### src/rtl/qhif_pkg.sv
package qhif_pkg;
  localparam int NCH = 4;

  // strobe-pair style selects: pin low -> channel selected
  function automatic logic [NCH-1:0] sel_pair(input logic [NCH-1:0] pins);
    return ~pins;
  endfunction

  // combined style: pin0 is device select, pins 2:1 give the channel number
  function automatic logic [NCH-1:0] sel_comb(input logic [NCH-1:0] pins);
    logic [NCH-1:0] v;
    v = '0;
    if (!pins[0]) v[{pins[2], pins[1]}] = 1'b1;
    return v;
  endfunction

  // index of lowest set bit (0 when none)
  function automatic logic [1:0] low_index(input logic [NCH-1:0] v);
    logic [1:0] idx;
    idx = '0;
    for (int i = NCH - 1; i >= 0; i--) if (v[i]) idx = 2'(i);
    return idx;
  endfunction
endpackage

### src/rtl/qhif_rst_sync.sv
module qhif_rst_sync #(
  parameter int STAGES = 2
) (
  input  logic clk,
  input  logic bus_sel_i,
  input  logic rst_pin_i,
  output logic rst_o
);
  logic          raw_rst;
  logic [STAGES-1:0] chain;

  assign raw_rst = bus_sel_i ? rst_pin_i : ~rst_pin_i;

  always_ff @(posedge clk or posedge raw_rst) begin
    if (raw_rst) chain <= '1;
    else         chain <= {chain[STAGES-2:0], 1'b0};
  end

  assign rst_o = chain[STAGES-1];
endmodule

### src/rtl/qhif_in_sync.sv
module qhif_in_sync #(
  parameter int          W      = 8,
  parameter int          STAGES = 2,
  parameter logic [W-1:0] IDLE  = '1
) (
  input  logic         clk,
  input  logic         rst,
  input  logic [W-1:0] d,
  output logic [W-1:0] q
);
  logic [W-1:0] stg [STAGES];

  always_ff @(posedge clk or posedge rst) begin
    if (rst) begin
      for (int i = 0; i < STAGES; i++) stg[i] <= IDLE;
    end else begin
      stg[0] <= d;
      for (int i = 1; i < STAGES; i++) stg[i] <= stg[i-1];
    end
  end

  assign q = stg[STAGES-1];
endmodule

### src/rtl/qhif_decode.sv
module qhif_decode
  import qhif_pkg::*;
#(
  parameter int DW = 8,
  parameter int AW = 3
) (
  input  logic           clk,
  input  logic           rst,
  input  logic           pair_mode,
  input  logic [NCH-1:0] sel_s,
  input  logic           rd_s,
  input  logic           wr_s,
  input  logic [AW-1:0]  addr_s,
  input  logic [DW-1:0]  dat_s,
  output logic [NCH-1:0] chan_sel_o,
  output logic [AW-1:0]  reg_addr_o,
  output logic [DW-1:0]  wr_data_o,
  output logic           wr_pulse_o,
  output logic           rd_pulse_o,
  output logic           drive_o
);
  logic           rd_prev, wr_prev;
  logic [NCH-1:0] chan_cmb;
  logic           cs_any;
  logic           wr_edge, rd_edge, rd_level;

  always_comb begin
    chan_cmb = pair_mode ? sel_pair(sel_s) : sel_comb(sel_s);
    cs_any   = |chan_cmb;
    wr_edge  = wr_prev & ~wr_s;
    rd_edge  = pair_mode ? (rd_prev & ~rd_s) : (~wr_prev & wr_s);
    rd_level = pair_mode ? ~rd_s : wr_s;
  end

  always_ff @(posedge clk or posedge rst) begin
    if (rst) begin
      rd_prev    <= 1'b1;
      wr_prev    <= 1'b1;
      chan_sel_o <= '0;
      reg_addr_o <= '0;
      wr_data_o  <= '0;
      wr_pulse_o <= 1'b0;
      rd_pulse_o <= 1'b0;
      drive_o    <= 1'b0;
    end else begin
      rd_prev    <= rd_s;
      wr_prev    <= wr_s;
      chan_sel_o <= chan_cmb;
      reg_addr_o <= addr_s;
      wr_data_o  <= dat_s;
      wr_pulse_o <= wr_edge & cs_any;
      rd_pulse_o <= rd_edge & cs_any;
      drive_o    <= rd_level & cs_any;
    end
  end
endmodule

### src/rtl/qhif_irq_route.sv
module qhif_irq_route
  import qhif_pkg::*;
(
  input  logic           rst,
  input  logic           pair_mode,
  input  logic [NCH-1:0] irq_pend_i,
  input  logic [NCH-1:0] out_en_i,
  input  logic           irq_force_i,
  output logic [NCH-1:0] int_o,
  output logic [NCH-1:0] int_oe_o,
  output logic           irq_n_o,
  output logic           irq_oe_o
);
  always_comb begin
    int_o    = '0;
    int_oe_o = '0;
    irq_n_o  = 1'b0;
    irq_oe_o = 1'b0;
    if (!rst) begin
      if (pair_mode) begin
        int_o    = irq_pend_i;
        int_oe_o = out_en_i | {NCH{irq_force_i}};
      end else begin
        irq_oe_o = |irq_pend_i;
      end
    end
  end
endmodule

### src/rtl/qhif_top.sv
module qhif_top
  import qhif_pkg::*;
#(
  parameter int DW          = 8,
  parameter int AW          = 3,
  parameter int SYNC_STAGES = 2
) (
  input  logic              clk,
  input  logic              bus_sel_i,
  input  logic              rst_pin_i,
  input  logic [NCH-1:0]    sel_n_i,
  input  logic [AW-1:0]     addr_i,
  input  logic              rd_n_i,
  input  logic              wr_n_i,
  input  logic [DW-1:0]     dat_i,
  output logic [DW-1:0]     dat_o,
  output logic              dat_oe_o,
  input  logic [NCH*DW-1:0] rd_data_i,
  output logic [NCH-1:0]    chan_sel_o,
  output logic [AW-1:0]     reg_addr_o,
  output logic [DW-1:0]     wr_data_o,
  output logic              wr_pulse_o,
  output logic              rd_pulse_o,
  input  logic [NCH-1:0]    irq_pend_i,
  input  logic [NCH-1:0]    out_en_i,
  input  logic              irq_force_i,
  output logic [NCH-1:0]    int_o,
  output logic [NCH-1:0]    int_oe_o,
  output logic              irq_n_o,
  output logic              irq_oe_o,
  output logic              rst_o
);
  localparam int IW = NCH + 2 + AW + DW;

  logic [IW-1:0]  pins_raw, pins_s;
  logic [NCH-1:0] sel_s;
  logic           rd_s, wr_s;
  logic [AW-1:0]  addr_s;
  logic [DW-1:0]  dat_s;
  logic           drive;
  logic [1:0]     rd_idx;

  qhif_rst_sync #(.STAGES(SYNC_STAGES)) u_rst (
    .clk(clk), .bus_sel_i(bus_sel_i), .rst_pin_i(rst_pin_i), .rst_o(rst_o)
  );

  assign pins_raw = {sel_n_i, rd_n_i, wr_n_i, addr_i, dat_i};

  qhif_in_sync #(.W(IW), .STAGES(SYNC_STAGES),
                 .IDLE({{(NCH+2){1'b1}}, {(AW+DW){1'b0}}})) u_sync (
    .clk(clk), .rst(rst_o), .d(pins_raw), .q(pins_s)
  );

  assign {sel_s, rd_s, wr_s, addr_s, dat_s} = pins_s;

  qhif_decode #(.DW(DW), .AW(AW)) u_dec (
    .clk(clk), .rst(rst_o), .pair_mode(bus_sel_i),
    .sel_s(sel_s), .rd_s(rd_s), .wr_s(wr_s), .addr_s(addr_s), .dat_s(dat_s),
    .chan_sel_o(chan_sel_o), .reg_addr_o(reg_addr_o), .wr_data_o(wr_data_o),
    .wr_pulse_o(wr_pulse_o), .rd_pulse_o(rd_pulse_o), .drive_o(drive)
  );

  // read priority: lowest-numbered selected channel
  assign rd_idx   = low_index(chan_sel_o);
  assign dat_o    = rd_data_i[rd_idx*DW +: DW];
  assign dat_oe_o = drive & ~rst_o;

  qhif_irq_route u_irq (
    .rst(rst_o), .pair_mode(bus_sel_i), .irq_pend_i(irq_pend_i),
    .out_en_i(out_en_i), .irq_force_i(irq_force_i), .int_o(int_o),
    .int_oe_o(int_oe_o), .irq_n_o(irq_n_o), .irq_oe_o(irq_oe_o)
  );
endmodule

### config.mk
export PLATFORM = sky130hd
export DESIGN_NAME = qhif_top
export DESIGN_NICKNAME = d
export VERILOG_FILES = /design/src/rtl/qhif_pkg.sv /design/src/rtl/qhif_rst_sync.sv /design/src/rtl/qhif_in_sync.sv /design/src/rtl/qhif_decode.sv /design/src/rtl/qhif_irq_route.sv /design/src/rtl/qhif_top.sv
export SDC_FILE = /design/constraint.sdc
export NUM_CORES = 1
export LEC_CHECK = 0
export ABC_AREA = 1
export CAP_MARGIN = 5
export CORE_MARGIN = 2
export CORE_UTILIZATION = 45
export DETAILED_ROUTE_END_ITERATION = 8
export PLACE_DENSITY = 0.84
export SYNTH_ARGS = -nofsm -noshare
export SYNTH_HDL_FRONTEND = slang
export SYNTH_HIERARCHICAL = 1
export SYNTH_SLANG_ARGS = --single-unit
### constraint.sdc
create_clock -name clk -period 3.6 [get_ports clk]
set_input_delay 1.08 -clock clk [delete_from_list [all_inputs] [get_ports clk]]
set_output_delay 1.08 -clock clk [all_outputs]
set_load 0.1 [all_outputs]
==> impl_metrics.xml <==
<?xml version="1.0" encoding="UTF-8"?>
<metrics>
  <group name="global_route">
    <metric name="first_global_vias" unit="">1649</metric>
    <metric name="grt_pass1_wl" unit="mm">6.948</metric>
    <metric name="congestion_overflow_gr" unit="">0</metric>
    <metric name="gr-usage-all-layers" unit="%">16.33</metric>
    <metric name="grt_start_max_net_pins" unit="">35</metric>
    <metric name="number_of_antenna_violations_at_the_first_check_in_global_routing" unit="">0</metric>
  </group>
  <group name="synth">
    <metric name="netlist_area" unit="sq um">2317</metric>
    <metric name="register_area_share_after_synthesis" unit="%">61.34</metric>
    <metric name="synth_fa_ha_area_share" unit="%">0</metric>
    <metric name="postSynthRegisterBits" unit="">56</metric>
    <metric name="yosys_warnings" unit="">6</metric>
    <metric name="postSynthCellCount" unit="">240</metric>
    <metric name="synth.area.mux_share" unit="%">0</metric>
    <metric name="synth.avg_cell_area" unit="sq um">9.655</metric>
    <metric name="synth.distinct_cells" unit="">18</metric>
    <metric name="dominant_combinational_cell_family_by_area_after_synthesis" unit="">simple AND/OR/NAND/NOR gates</metric>
    <metric name="synth_fp_nets" unit="">301</metric>
    <metric name="synth_compound_gate_area_share" unit="%">1.998</metric>
    <metric name="synth_xor_xnor_area_share" unit="%">0</metric>
    <metric name="synth-simple-area-share" unit="%">21.17</metric>
  </group>
  <group name="place">
    <metric name="cell_count_after_placement" unit="">387</metric>
    <metric name="gp_congestion" unit="">0.7609</metric>
    <metric name="io_buffer_count" unit="">96</metric>
    <metric name="hpwl" unit="mm">3.686</metric>
  </group>
  <group name="finish">
    <metric name="insertedDiodeCount" unit="">0</metric>
    <metric name="multi_input_comb_area" unit="sq um">548.0</metric>
    <metric name="net_count_final" unit="">385</metric>
    <metric name="drive_gt1_share" unit="%">29.32</metric>
    <metric name="final_std_cells_w_o_fill" unit="">394</metric>
    <metric name="area.sequential" unit="sq um">1421</metric>
    <metric name="layout.filler_cells" unit="">371</metric>
    <metric name="mostFrequentLayoutCells" unit="">60 x sky130_fd_sc_hd__clkdlybuf4s50_1, 40 x sky130_fd_sc_hd__dfrtp_1, 35 x sky130_fd_sc_hd__inv_1</metric>
    <metric name="layout_commonest_cell" unit="">sky130_fd_sc_hd__clkdlybuf4s50_1</metric>
    <metric name="post_synthesis_to_final_layout_area_growth" unit="%">47.62</metric>
  </group>
  <group name="critical_path">
    <metric name="critical_path_required_time" unit="ns">2.52</metric>
    <metric name="r2r-end" unit="">u_dec/rd_pulse_o</metric>
    <metric name="reg2reg_slack" unit="ns">2.48</metric>
    <metric name="worst-setup-path-type" unit="">primary input to primary output</metric>
    <metric name="crit_path_end_kind" unit="">primary output</metric>
    <metric name="crit_path_start_kind" unit="">primary input</metric>
    <metric name="cp.arrival" unit="ns">2.21</metric>
    <metric name="timing.critical_path.fanout_max" unit="">7</metric>
    <metric name="r2r_cells" unit="">6</metric>
    <metric name="critical_path.reg2reg.startpoint" unit="">u_sync/q[15]</metric>
  </group>
  <group name="sta">
    <metric name="final_min_period_over_clock_period" unit="%">91.38</metric>
    <metric name="fmax" unit="GHz">0.3040</metric>
    <metric name="final_min_period" unit="ns">3.290</metric>
    <metric name="finalClockSkew" unit="ns">0.004987</metric>
    <metric name="tightestPinTransition" unit="ns">0.7118</metric>
    <metric name="final_hold_viol_count" unit="">0</metric>
    <metric name="setup_viol" unit="">0</metric>
    <metric name="timing.setup.tns" unit="ns">0</metric>
    <metric name="grt_setup_unrepaired" unit="">no</metric>
    <metric name="slew-limit-headroom" unit="%">52.49</metric>
    <metric name="slew_viol_final" unit="">0</metric>
  </group>
  <group name="min_path">
    <metric name="hold_path_depth" unit="">0</metric>
    <metric name="hold_path.startpoint" unit="">u_sync/q[1]</metric>
    <metric name="hold_path_class" unit="">flop to flop</metric>
    <metric name="hold-path-endpoint" unit="">u_dec/wr_data_o[1]</metric>
  </group>
  <group name="clock_tree">
    <metric name="cts-root-to-sink-buffers" unit="">2</metric>
    <metric name="tritoncts" unit="">built</metric>
    <metric name="numCtsBuffers" unit="">5</metric>
    <metric name="post_cts.resized_instances" unit="">0</metric>
    <metric name="clock_tree.htree_level_count" unit="">2</metric>
    <metric name="hold_buffers" unit="">0</metric>
    <metric name="clock_insertion_delay_at_the_later_pin_of_the_skew_report" unit="ns">0.30</metric>
    <metric name="post-cts-setup-buffers" unit="">0</metric>
    <metric name="clock_sink_count" unit="">56</metric>
    <metric name="ctsRootBufferMaster" unit="">sky130_fd_sc_hd__clkbuf_8</metric>
    <metric name="cts.reportedPaths.clkPinSlew" unit="ns">0.08</metric>
  </group>
  <group name="drt">
    <metric name="detail_route.wirelength.met1" unit="mm">1.749</metric>
    <metric name="dr_wl_met2" unit="mm">2.364</metric>
    <metric name="detail_route.wl_per_cell" unit="microns">11.56</metric>
    <metric name="drt-pass1-iter-count" unit="">4</metric>
    <metric name="wl" unit="mm">4.553</metric>
    <metric name="vias" unit="">1702</metric>
    <metric name="routed.top_layer" unit="">met4</metric>
    <metric name="routed_via_density" unit="">4.320</metric>
    <metric name="detailroute.wirelength.met3" unit="microns">393</metric>
    <metric name="first_iteration_detailed_routing_drc_count" unit="">43</metric>
    <metric name="ant_nets" unit="">0</metric>
    <metric name="drt_drc_violations_left" unit="">0</metric>
  </group>
  <group name="floorplan">
    <metric name="ios" unit="">98</metric>
    <metric name="die_y" unit="microns">75.76</metric>
    <metric name="die-area" unit="sq um">5740</metric>
    <metric name="fp.coreArea" unit="sq um">5042</metric>
    <metric name="start_util" unit="%">45.96</metric>
    <metric name="placement_rows" unit="">26</metric>
    <metric name="chipWidth" unit="microns">75.76</metric>
  </group>
  <group name="power_and_ir_drop">
    <metric name="ir_drop" unit="mV">0.3674</metric>
    <metric name="power_leakage" unit="nW">1.690</metric>
    <metric name="powerDensity" unit="nW/um^2">443.9</metric>
  </group>
  <group name="outcome">
    <metric name="outcome" unit="">complete, no violations</metric>
  </group>
  <group name="job">
    <metric name="cap_violations" unit="">0</metric>
  </group>
</metrics>
[report_power, final]
part,internal [mW],switching [mW]
Clock,0.132,0.173
Sequential,0.669,0.0144
Combinational,0.179,0.351
[Yosys cell counts (all sizes together)]
master  count  area [sq um]
a21oi       7         46.30
buf        20         160.2
clkbuf      1         7.510
conb        2         7.510
dfrtp      40          1001
dfstp      16         420.4
inv        49         183.9
nand2      49         231.5
nand3      32         160.2
nor2       23         93.84
nor3        1         5.000
[how the worst max path moves through the flow]
stage	startpoint	end	depth (start not counted)
2_1_floorplan	bus_sel_i	int_oe_o[0]	2
5_1_grt	bus_sel_i	int_oe_o[0]	4
3_5_place_dp	bus_sel_i	int_oe_o[0]	4
4_1_cts	bus_sel_i	int_oe_o[0]	4
6_report	bus_sel_i	int_oe_o[0]	4
3_3_place_gp	bus_sel_i	int_oe_o[1]	4
[layout make-up]
type	count	share of cell area, %
Clock buffer	5	2.012
Clock inverter	2	0.3658
Inverter	49	5.377
Multi-Input combinational cell	114	16.02
Sequential cell	56	41.55
Tap cell	70	2.560
Timing Repair Buffer	98	32.11
[through the flow]
stage	area, sq um	setup slack (ns)	hold WS (ns)	util, %	power, mW
global route	3421	0.2634	0.3573	67.84	1.592
CTS	3421	0.2993	0.3545	67.84	1.534
detailed placement	3339	0.3010	0.3347	66.23	1.230
finish	3421	0.3105	0.3487	67.84	1.518
floorplan	2321	0.1274	0.3312	-	1.042
global placement	3339	0.3560	0.3324	66.23	1.221
[registers in the layout, summed over array words and instances, names as in the netlist, 2 cells and up]
name	cells
u_sync/q	17
u_rst/chain	2
u_dec/chan_sel_o	4
u_dec/wr_data_o	8
u_sync/stg	17
u_dec/reg_addr_o	3
[critical path, cell delays in order]
cell	delay, ns
sky130_fd_sc_hd__clkdlybuf4s50_1	0.60
sky130_fd_sc_hd__nand2_2	0.11
sky130_fd_sc_hd__nor2_1	0.20
sky130_fd_sc_hd__buf_12	0.21
[kinds of logic (layout without fill, tap and decap cells)]
group / count (synthesis) / after routing
compound gates: 7 / 7
other cells: 2 / 2
buf+inv: 70 / 154
flops: 56 / 56
simple gates: 105 / 105
[layer usage]
metal  track usage, %  up-vias
li1                 -      858
met1            17.40      772
met2            30.27       65
met3            4.894        7
met4            5.848        0
met5                0        -
(Power assumes the default switching activity.)
